### config.mk
export PLATFORM = sky130hd
export DESIGN_NAME = pwm_meas
export DESIGN_NICKNAME = d
export VERILOG_FILES = /design/src/rtl/pwm_meas_pkg.sv /design/src/rtl/pwm_meas_filter.sv /design/src/rtl/pwm_meas_ctrl.sv /design/src/rtl/pwm_meas_dp.sv /design/src/rtl/pwm_meas.sv
export SDC_FILE = /design/constraint.sdc
export NUM_CORES = 1
export LEC_CHECK = 0
export ABC_AREA = 1
export CAP_MARGIN = 20
export CORE_ASPECT_RATIO = 1.5
export CORE_UTILIZATION = 50
export CTS_CLUSTER_DIAMETER = 80
export DETAILED_ROUTE_END_ITERATION = 6
export PLACE_DENSITY = 0.81
export SLEW_MARGIN = 0
export SYNTH_ARGS = -nofsm -noshare
export SYNTH_HDL_FRONTEND = slang
export SYNTH_SLANG_ARGS = --single-unit
### constraint.sdc
create_clock -name clk -period 1.95 [get_ports clk]
set_input_delay 0.4875 -clock clk [delete_from_list [all_inputs] [get_ports clk]]
set_output_delay 0.4875 -clock clk [all_outputs]
set_load 0.005 [all_outputs]
### src/rtl/pwm_meas_pkg.sv
package pwm_meas_pkg;
  typedef struct packed {
    logic cap1;
    logic cap2;
    logic cntClr;
  } measStrobe_t;

  localparam logic [1:0] SEL_OWN   = 2'b01;
  localparam logic [1:0] SEL_CROSS = 2'b10;
  localparam logic [2:0] TRG_CH1   = 3'b101;
  localparam logic [2:0] TRG_CH2   = 3'b110;
  localparam logic [2:0] SMODE_RST = 3'b100;
endpackage

### src/rtl/pwm_meas_filter.sv
module pwm_meas_filter #(
  parameter int FILT_LEN = 3
) (
  input  logic clk,
  input  logic rstN,
  input  logic pinIn,
  output logic rise,
  output logic fall
);
  localparam int CW = $clog2(FILT_LEN + 1);
  localparam logic [CW-1:0] LAST = CW'(FILT_LEN - 1);

  logic          lvl;
  logic          lvlPrev;
  logic [CW-1:0] runCnt;

  always_ff @(posedge clk or negedge rstN) begin
    if (!rstN) begin
      lvl     <= 1'b0;
      lvlPrev <= 1'b0;
      runCnt  <= '0;
    end else begin
      lvlPrev <= lvl;
      if (pinIn != lvl) begin
        if (runCnt == LAST) begin
          lvl    <= pinIn;
          runCnt <= '0;
        end else begin
          runCnt <= runCnt + 1'b1;
        end
      end else begin
        runCnt <= '0;
      end
    end
  end

  assign rise = lvl & ~lvlPrev;
  assign fall = ~lvl & lvlPrev;

  // a filtered level change always agrees with the sample just taken
  assert_filter_follows_pin_R1: assert property (@(posedge clk) disable iff (!rstN)
    !$stable(lvl) |-> ($past(pinIn) == lvl));
endmodule

### src/rtl/pwm_meas_ctrl.sv
module pwm_meas_ctrl
  import pwm_meas_pkg::*;
#(
  parameter int FILT_LEN = 3
) (
  input  logic        clk,
  input  logic        rstN,
  input  logic        inA,
  input  logic        inB,
  input  logic [1:0]  ch1Sel,
  input  logic [1:0]  ch2Sel,
  input  logic        ch1Pol,
  input  logic        ch2Pol,
  input  logic        ch1En,
  input  logic        ch2En,
  input  logic [2:0]  trigSel,
  input  logic [2:0]  slaveMode,
  output measStrobe_t strobe
);
  localparam int NPIN = 2;

  logic [NPIN-1:0] pins;
  logic [NPIN-1:0] riseP;
  logic [NPIN-1:0] fallP;
  logic            ev1;
  logic            ev2;
  logic            trig;

  assign pins = {inB, inA};

  for (genvar p = 0; p < NPIN; p++) begin : g_filt
    pwm_meas_filter #(.FILT_LEN(FILT_LEN)) i_filt (
      .clk  (clk),
      .rstN (rstN),
      .pinIn(pins[p]),
      .rise (riseP[p]),
      .fall (fallP[p])
    );
  end

  // channel 1: own pin is A; channel 2: own pin is B
  always_comb begin
    case (ch1Sel)
      SEL_OWN:   ev1 = ch1Pol ? fallP[0] : riseP[0];
      SEL_CROSS: ev1 = ch1Pol ? fallP[1] : riseP[1];
      default:   ev1 = 1'b0;
    endcase
    case (ch2Sel)
      SEL_OWN:   ev2 = ch2Pol ? fallP[1] : riseP[1];
      SEL_CROSS: ev2 = ch2Pol ? fallP[0] : riseP[0];
      default:   ev2 = 1'b0;
    endcase
    case (trigSel)
      TRG_CH1: trig = ev1;
      TRG_CH2: trig = ev2;
      default: trig = 1'b0;
    endcase
  end

  assign strobe.cap1   = ev1 & ch1En;
  assign strobe.cap2   = ev2 & ch2En;
  assign strobe.cntClr = trig & (slaveMode == SMODE_RST);

  // both channels on pin A with opposite polarity never fire together
  assert_paired_edges_exclusive_R2: assert property (@(posedge clk) disable iff (!rstN)
    (ch1Sel == SEL_OWN && ch2Sel == SEL_CROSS && ch1Pol != ch2Pol)
      |-> !(strobe.cap1 && strobe.cap2));
endmodule

### src/rtl/pwm_meas_dp.sv
module pwm_meas_dp
  import pwm_meas_pkg::*;
#(
  parameter int CNT_W = 16
) (
  input  logic                  clk,
  input  logic                  rstN,
  input  measStrobe_t           strobe,
  input  logic                  cntEn,
  input  logic [CNT_W-1:0]      autoReload,
  input  logic [1:0]            clrCap,
  input  logic [1:0]            clrOvr,
  input  logic                  clrUpd,
  output logic [1:0][CNT_W-1:0] capVal,
  output logic [1:0]            capFlag,
  output logic [1:0]            ovrFlag,
  output logic                  updFlag
);
  localparam int NCH = 2;

  logic [CNT_W-1:0] counter;
  logic             wrapNow;
  logic [NCH-1:0]   capStb;

  assign capStb  = {strobe.cap2, strobe.cap1};
  assign wrapNow = cntEn && !strobe.cntClr && (counter == autoReload);

  always_ff @(posedge clk or negedge rstN) begin
    if (!rstN) begin
      counter <= '0;
      updFlag <= 1'b0;
    end else begin
      if (strobe.cntClr)  counter <= '0;
      else if (wrapNow)   counter <= '0;
      else if (cntEn)     counter <= counter + 1'b1;
      updFlag <= wrapNow | (updFlag & ~clrUpd);
    end
  end

  for (genvar c = 0; c < NCH; c++) begin : g_ch
    always_ff @(posedge clk or negedge rstN) begin
      if (!rstN) begin
        capVal[c]  <= '0;
        capFlag[c] <= 1'b0;
        ovrFlag[c] <= 1'b0;
      end else begin
        // the clock of the edge itself is counted
        if (capStb[c]) capVal[c] <= counter + 1'b1;
        capFlag[c] <= capStb[c] | (capFlag[c] & ~clrCap[c]);
        ovrFlag[c] <= (capStb[c] & capFlag[c]) | (ovrFlag[c] & ~clrOvr[c]);
      end
    end

    // overcapture only rises while a capture is pending
    assert_ovr_after_cap_R8: assert property (@(posedge clk) disable iff (!rstN)
      $rose(ovrFlag[c]) |-> $past(capFlag[c]));
    // stored value is the counter seen at the capture edge plus one
    assert_capture_value_R5: assert property (@(posedge clk) disable iff (!rstN)
      capStb[c] |=> (capVal[c] == CNT_W'($past(counter) + 1'b1)));
  end

  // a trigger clear leaves the counter at zero
  assert_trig_clears_R4: assert property (@(posedge clk) disable iff (!rstN)
    strobe.cntClr |=> (counter == '0));
  // reaching the wrap limit wraps and flags
  assert_wrap_flag_R10: assert property (@(posedge clk) disable iff (!rstN)
    (cntEn && !strobe.cntClr && counter == autoReload) |=> (counter == '0 && updFlag));
  // counting enable low freezes the counter
  assert_hold_when_off_R12: assert property (@(posedge clk) disable iff (!rstN)
    (!cntEn && !strobe.cntClr) |=> $stable(counter));
endmodule

### src/rtl/pwm_meas.sv
module pwm_meas
  import pwm_meas_pkg::*;
#(
  parameter int CNT_W    = 16,
  parameter int FILT_LEN = 3
) (
  input  logic             clk,
  input  logic             rstN,
  input  logic             inA,
  input  logic             inB,
  input  logic             cntEn,
  input  logic [CNT_W-1:0] autoReload,
  input  logic [1:0]       ch1Sel,
  input  logic [1:0]       ch2Sel,
  input  logic             ch1Pol,
  input  logic             ch2Pol,
  input  logic             ch1En,
  input  logic             ch2En,
  input  logic [2:0]       trigSel,
  input  logic [2:0]       slaveMode,
  input  logic             clrCap1,
  input  logic             clrOvr1,
  input  logic             clrCap2,
  input  logic             clrOvr2,
  input  logic             clrUpd,
  output logic [CNT_W-1:0] periodVal,
  output logic [CNT_W-1:0] highVal,
  output logic             cap1Flag,
  output logic             ovr1Flag,
  output logic             cap2Flag,
  output logic             ovr2Flag,
  output logic             updFlag
);
  measStrobe_t            strobe;
  logic [1:0][CNT_W-1:0]  capVal;
  logic [1:0]             capFlag;
  logic [1:0]             ovrFlag;

  pwm_meas_ctrl #(.FILT_LEN(FILT_LEN)) i_ctrl (
    .clk      (clk),
    .rstN     (rstN),
    .inA      (inA),
    .inB      (inB),
    .ch1Sel   (ch1Sel),
    .ch2Sel   (ch2Sel),
    .ch1Pol   (ch1Pol),
    .ch2Pol   (ch2Pol),
    .ch1En    (ch1En),
    .ch2En    (ch2En),
    .trigSel  (trigSel),
    .slaveMode(slaveMode),
    .strobe   (strobe)
  );

  pwm_meas_dp #(.CNT_W(CNT_W)) i_dp (
    .clk       (clk),
    .rstN      (rstN),
    .strobe    (strobe),
    .cntEn     (cntEn),
    .autoReload(autoReload),
    .clrCap    ({clrCap2, clrCap1}),
    .clrOvr    ({clrOvr2, clrOvr1}),
    .clrUpd    (clrUpd),
    .capVal    (capVal),
    .capFlag   (capFlag),
    .ovrFlag   (ovrFlag),
    .updFlag   (updFlag)
  );

  assign periodVal = capVal[0];
  assign highVal   = capVal[1];
  assign cap1Flag  = capFlag[0];
  assign cap2Flag  = capFlag[1];
  assign ovr1Flag  = ovrFlag[0];
  assign ovr2Flag  = ovrFlag[1];
endmodule

==> parameters.txt <==
Parameter                              Value

Job
  Number of maximum-capacitance constraint violations ... 0

Worst setup path
  Largest stage delay on the critical path ... 0.48 ns
  CP Max Fanout ... 33
  Classification of the worst setup path ... primary input to flop
  Cell occurring most often along the worst timing path ... sky130_fd_sc_hd__nand2_1
  Startpoint class of the critical path ... primary input
  Data required time of the critical path ... around 2.2 ns
  Type of element capturing the critical path ... flop
  Arrival time of data at the critical path endpoint ... 1.95 ns
  List of cells traversed by the critical path ... clkdlybuf4s50_1 > inv_1 > ha_1 > inv_1 > nand3_1 > nand2_1 > nand2_1 > buf_12 > nand3_1 > nand2_1
  Slack of the worst reg-to-reg path ... between 0.2 and 0.3 ns
  Cell with the largest stage delay on the worst path ... sky130_fd_sc_hd__clkdlybuf4s50_1

Yosys
  Area share of fa/ha/maj cells after synthesis ... under 10%
  Synthesis warning total ... 0
  Nets in the synthesized netlist ... approximately 440
  Distinct cell type count of the synthesized netlist ... 25
  Share of cell area taken by muxes after synthesis ... 0%
  Simple logic cell fraction of the synthesized area ... just under 30%
  Post-Synthesis Cell Area ... 0.00317 sq mm
  Post-synth EDFFs ... 0
  Main combinational cell family by area after synthesis ... simple AND/OR/NAND/NOR gates
  Top_reg_cell synth ... sky130_fd_sc_hd__dfrtp_1
  Flip-flop and latch count after synthesis ... 61
  Syn Inst Count ... approximately 400
  Fraction of registers with async set/reset ... 100%
  Compound-cell area share of the yosys netlist ... 6.87%
  Synth Area in XOR/XNOR ... 5.52%
  Post-Syn Area per Cell ... slightly above 8 sq um
  Fraction of the yosys area taken by sequential cells ... 48.1%

Placement
  Placed instance count ... 536
  Half-perimeter wire length after placement ... approximately 5300 um
  Final GP Congestion ... 0.780
  IO buf count ... 76

Route
  Total vias in the final route ... 2772
  Amount of wire on met3 after detailed routing ... between 300 and 400 um
  Avg WL per Cell ... around 13 um
  First-iteration detailed-routing DRC count ... approximately 110
  Met1 Routed Length ... approximately 3000 um
  Detailed route wirelength on metal2 ... around 3800 um
  Vias per cell ... approximately 5
  Overall routed net length ... 7310 um
  Max layer used ... met4
  Number of search-and-repair iterations in the first detailed-routing pass ... 4
  Post-route DRC violation count ... 0
  Number of nets with antenna violations after detailed routing ... 0

Power
  Maximum VDD drop ... between 500 and 600 uV
  Power density cells ... ~1100 mW/mm^2
  Reported leakage power ... around 2.0 nW

STA
  Share of the clock period used by the worst path ... between 80 and 90%
  Tightest Pin Transition ... 0.546 ns
  Min Clock Period, post-route ... 1.73 ns
  RSZ-0062 raised after global routing ... no
  Headroom to the max-slew limit ... a little under two thirds
  Post-route worst hold slack ... ~0.12 ns
  Final worst clock skew ... ~0.0083 ns
  Max Clock Freq ... between 500 and 600 MHz
  Number of hold violations in the final report ... 0
  Pins over their slew limit ... 0
  Final setup violation count ... 0

Clock network
  Maximum buffer depth of the clock tree ... 2
  Clock net sink count ... just over 60
  H-Tree Depth ... 3
  Number of resized instances in the post-cts repair step ... 0
  Post CTS Setup Buffer Count ... 0
  Number of buffers created by CTS ... 9
  CTS tree ... yes
  Count of hold buffers inserted by post-cts repair ... 0
  Clock-pin slew reported for the worst setup and hold paths after clock tree synthesis ... roughly 0.07 ns
  Later-pin clock latency in the skew report ... 0.34 ns
  Cell at the root of the clock tree ... sky130_fd_sc_hd__clkbuf_8

Die
  Area of the die ... roughly 0.0067 sq mm
  Area of the core region ... approximately 0.0061 sq mm
  Starting density of the core ... around 52%
  Number of core rows ... 35
  I/O pins ... slightly below 80
  Die Span X ... roughly 67 um
  Vertical extent of the die ... 99.5 um

Finish
  Share of final-layout standard cells stronger than drive strength 1 ... 8.37%
  Layout-stage area growth over the synthesis result ... 32.2%
  Total inserted antenna cells ... 0
  Final cell count without fillers ... between 500 and 600
  Final #Nets ... 518

GRT
  Vias in the first global route ... 2627
  Wire length of the first global-routing pass ... roughly 12000 um
  Maximum number of pins on one net before global-route repair ... 42
  Overall fraction of global-route tracks in use ... between 20% and 30%
  Initial antenna violation count ... 0
  Overflow left after global routing ... 0

Hold path
  HP Class ... primary input to async pin

Run status
  Run status ... finished clean
[registers in the layout, indices dropped and copies added, names as in the netlist]
signal,cells
i_dp.updFlag,1
i_ctrl.g_filt.i_filt.lvlPrev,2
i_ctrl.g_filt.i_filt.runCnt,4
i_dp.counter,16
i_dp.capVal,32
i_ctrl.g_filt.i_filt.lvl,2
i_dp.ovrFlag,2
i_dp.capFlag,2
[final timing paths]
check / from / to / depth (start not counted)
max: ch2Sel[0] / i_dp.counter[8] / 10
min: rstN / i_dp.capVal[27] / 2
max reg2reg: i_dp.counter[0] / i_dp.counter[12] / 11
min reg2reg: i_ctrl.g_filt[0].i_filt.runCnt[0] / i_ctrl.g_filt[0].i_filt.runCnt[0] / 1
max in group asynchronous: rstN / i_dp.capVal[15] / 2
min in group clk: i_ctrl.g_filt[0].i_filt.runCnt[0] / i_ctrl.g_filt[0].i_filt.runCnt[0] / 1
[cell families after synthesis]
family | count (synthesis)
compound gates | 42
xor+xnor | 20
fa+ha+maj | 5
buf+inv | 58
flops | 61
simple gates | 208
[metrics by stage]
step | power [mW] | area, sq um | utilization [%] | setup slack, ns | TNS [ns]
finish | 4.73 | 4190 | 68.4 | 0.224 | 0
detailed placement | 3.76 | 4010 | 65.5 | -0.100 | -1.46
CTS | 4.77 | 4190 | 68.4 | 0.222 | 0
global placement | 3.68 | 4010 | 65.5 | -0.0708 | -1.11
global route | 5.08 | 4190 | 68.4 | 0.0487 | 0
floorplan | 2.81 | 3170 | - | 0.467 | 0
[cell usage in the layout, fill, tap and decap left out, drive strengths merged, types with 3 or more instances in the layout]
cell	netlist	final
clkbuf	4	11
inv	44	44
nand2	117	117
dfrtp	61	61
nor2	36	36
clkdlybuf4s50	0	75
clkinvlp	0	3
xor2	5	5
ha	5	5
buf	10	7
o21ai	38	38
nand3	47	47
nor3	6	6
xnor2	15	15
[synth_stat cells, types with 3 or more instances]
| master | n | share of area [%] |
|---|---|---|
| sky130_fd_sc_hd__nand2_1 | 109 | 13 |
| sky130_fd_sc_hd__dfrtp_1 | 61 | 48 |
| sky130_fd_sc_hd__nand3_1 | 47 | 7.4 |
| sky130_fd_sc_hd__inv_1 | 42 | 5.0 |
| sky130_fd_sc_hd__o21ai_0 | 38 | 6.0 |
| sky130_fd_sc_hd__nor2_1 | 28 | 3.3 |
| sky130_fd_sc_hd__xnor2_1 | 15 | 4.1 |
| sky130_fd_sc_hd__nand2_2 | 7 | 1.4 |
| sky130_fd_sc_hd__nor3_1 | 6 | 0.95 |
| sky130_fd_sc_hd__buf_2 | 5 | 0.79 |
| sky130_fd_sc_hd__ha_1 | 5 | 2.0 |
| sky130_fd_sc_hd__xor2_1 | 5 | 1.4 |
| sky130_fd_sc_hd__nor2_2 | 4 | 0.79 |
| sky130_fd_sc_hd__buf_4 | 3 | 0.71 |
[where the power goes]
part           internal, mW  switching [mW]
clock network         0.495           0.503
registers              1.71           0.344
logic                 0.934           0.738
[layout make-up]
cell class,instances,area [sq um]
fillers,507,1940
flip-flops and latches,61,1530
multi-input cells,275,1390
repair buffers,82,838
inverters,44,165
clock buffers,11,141
well taps,74,92.6
clock inverters,5,36.3
[per-layer routing]
layer	up-vias	global-route usage [%]
met2	75	41.0
met1	1286	28.9
met5	-	0
met4	0	9.00
li1	1399	-
met3	12	6.19
[critical path: cells and delay by family]
kind,cells,cell delay (ns)
fa+ha+maj,1,0.27
simple gates,5,0.39
buf+inv,4,0.79
Note: power is estimated with default switching activity, not from simulation.
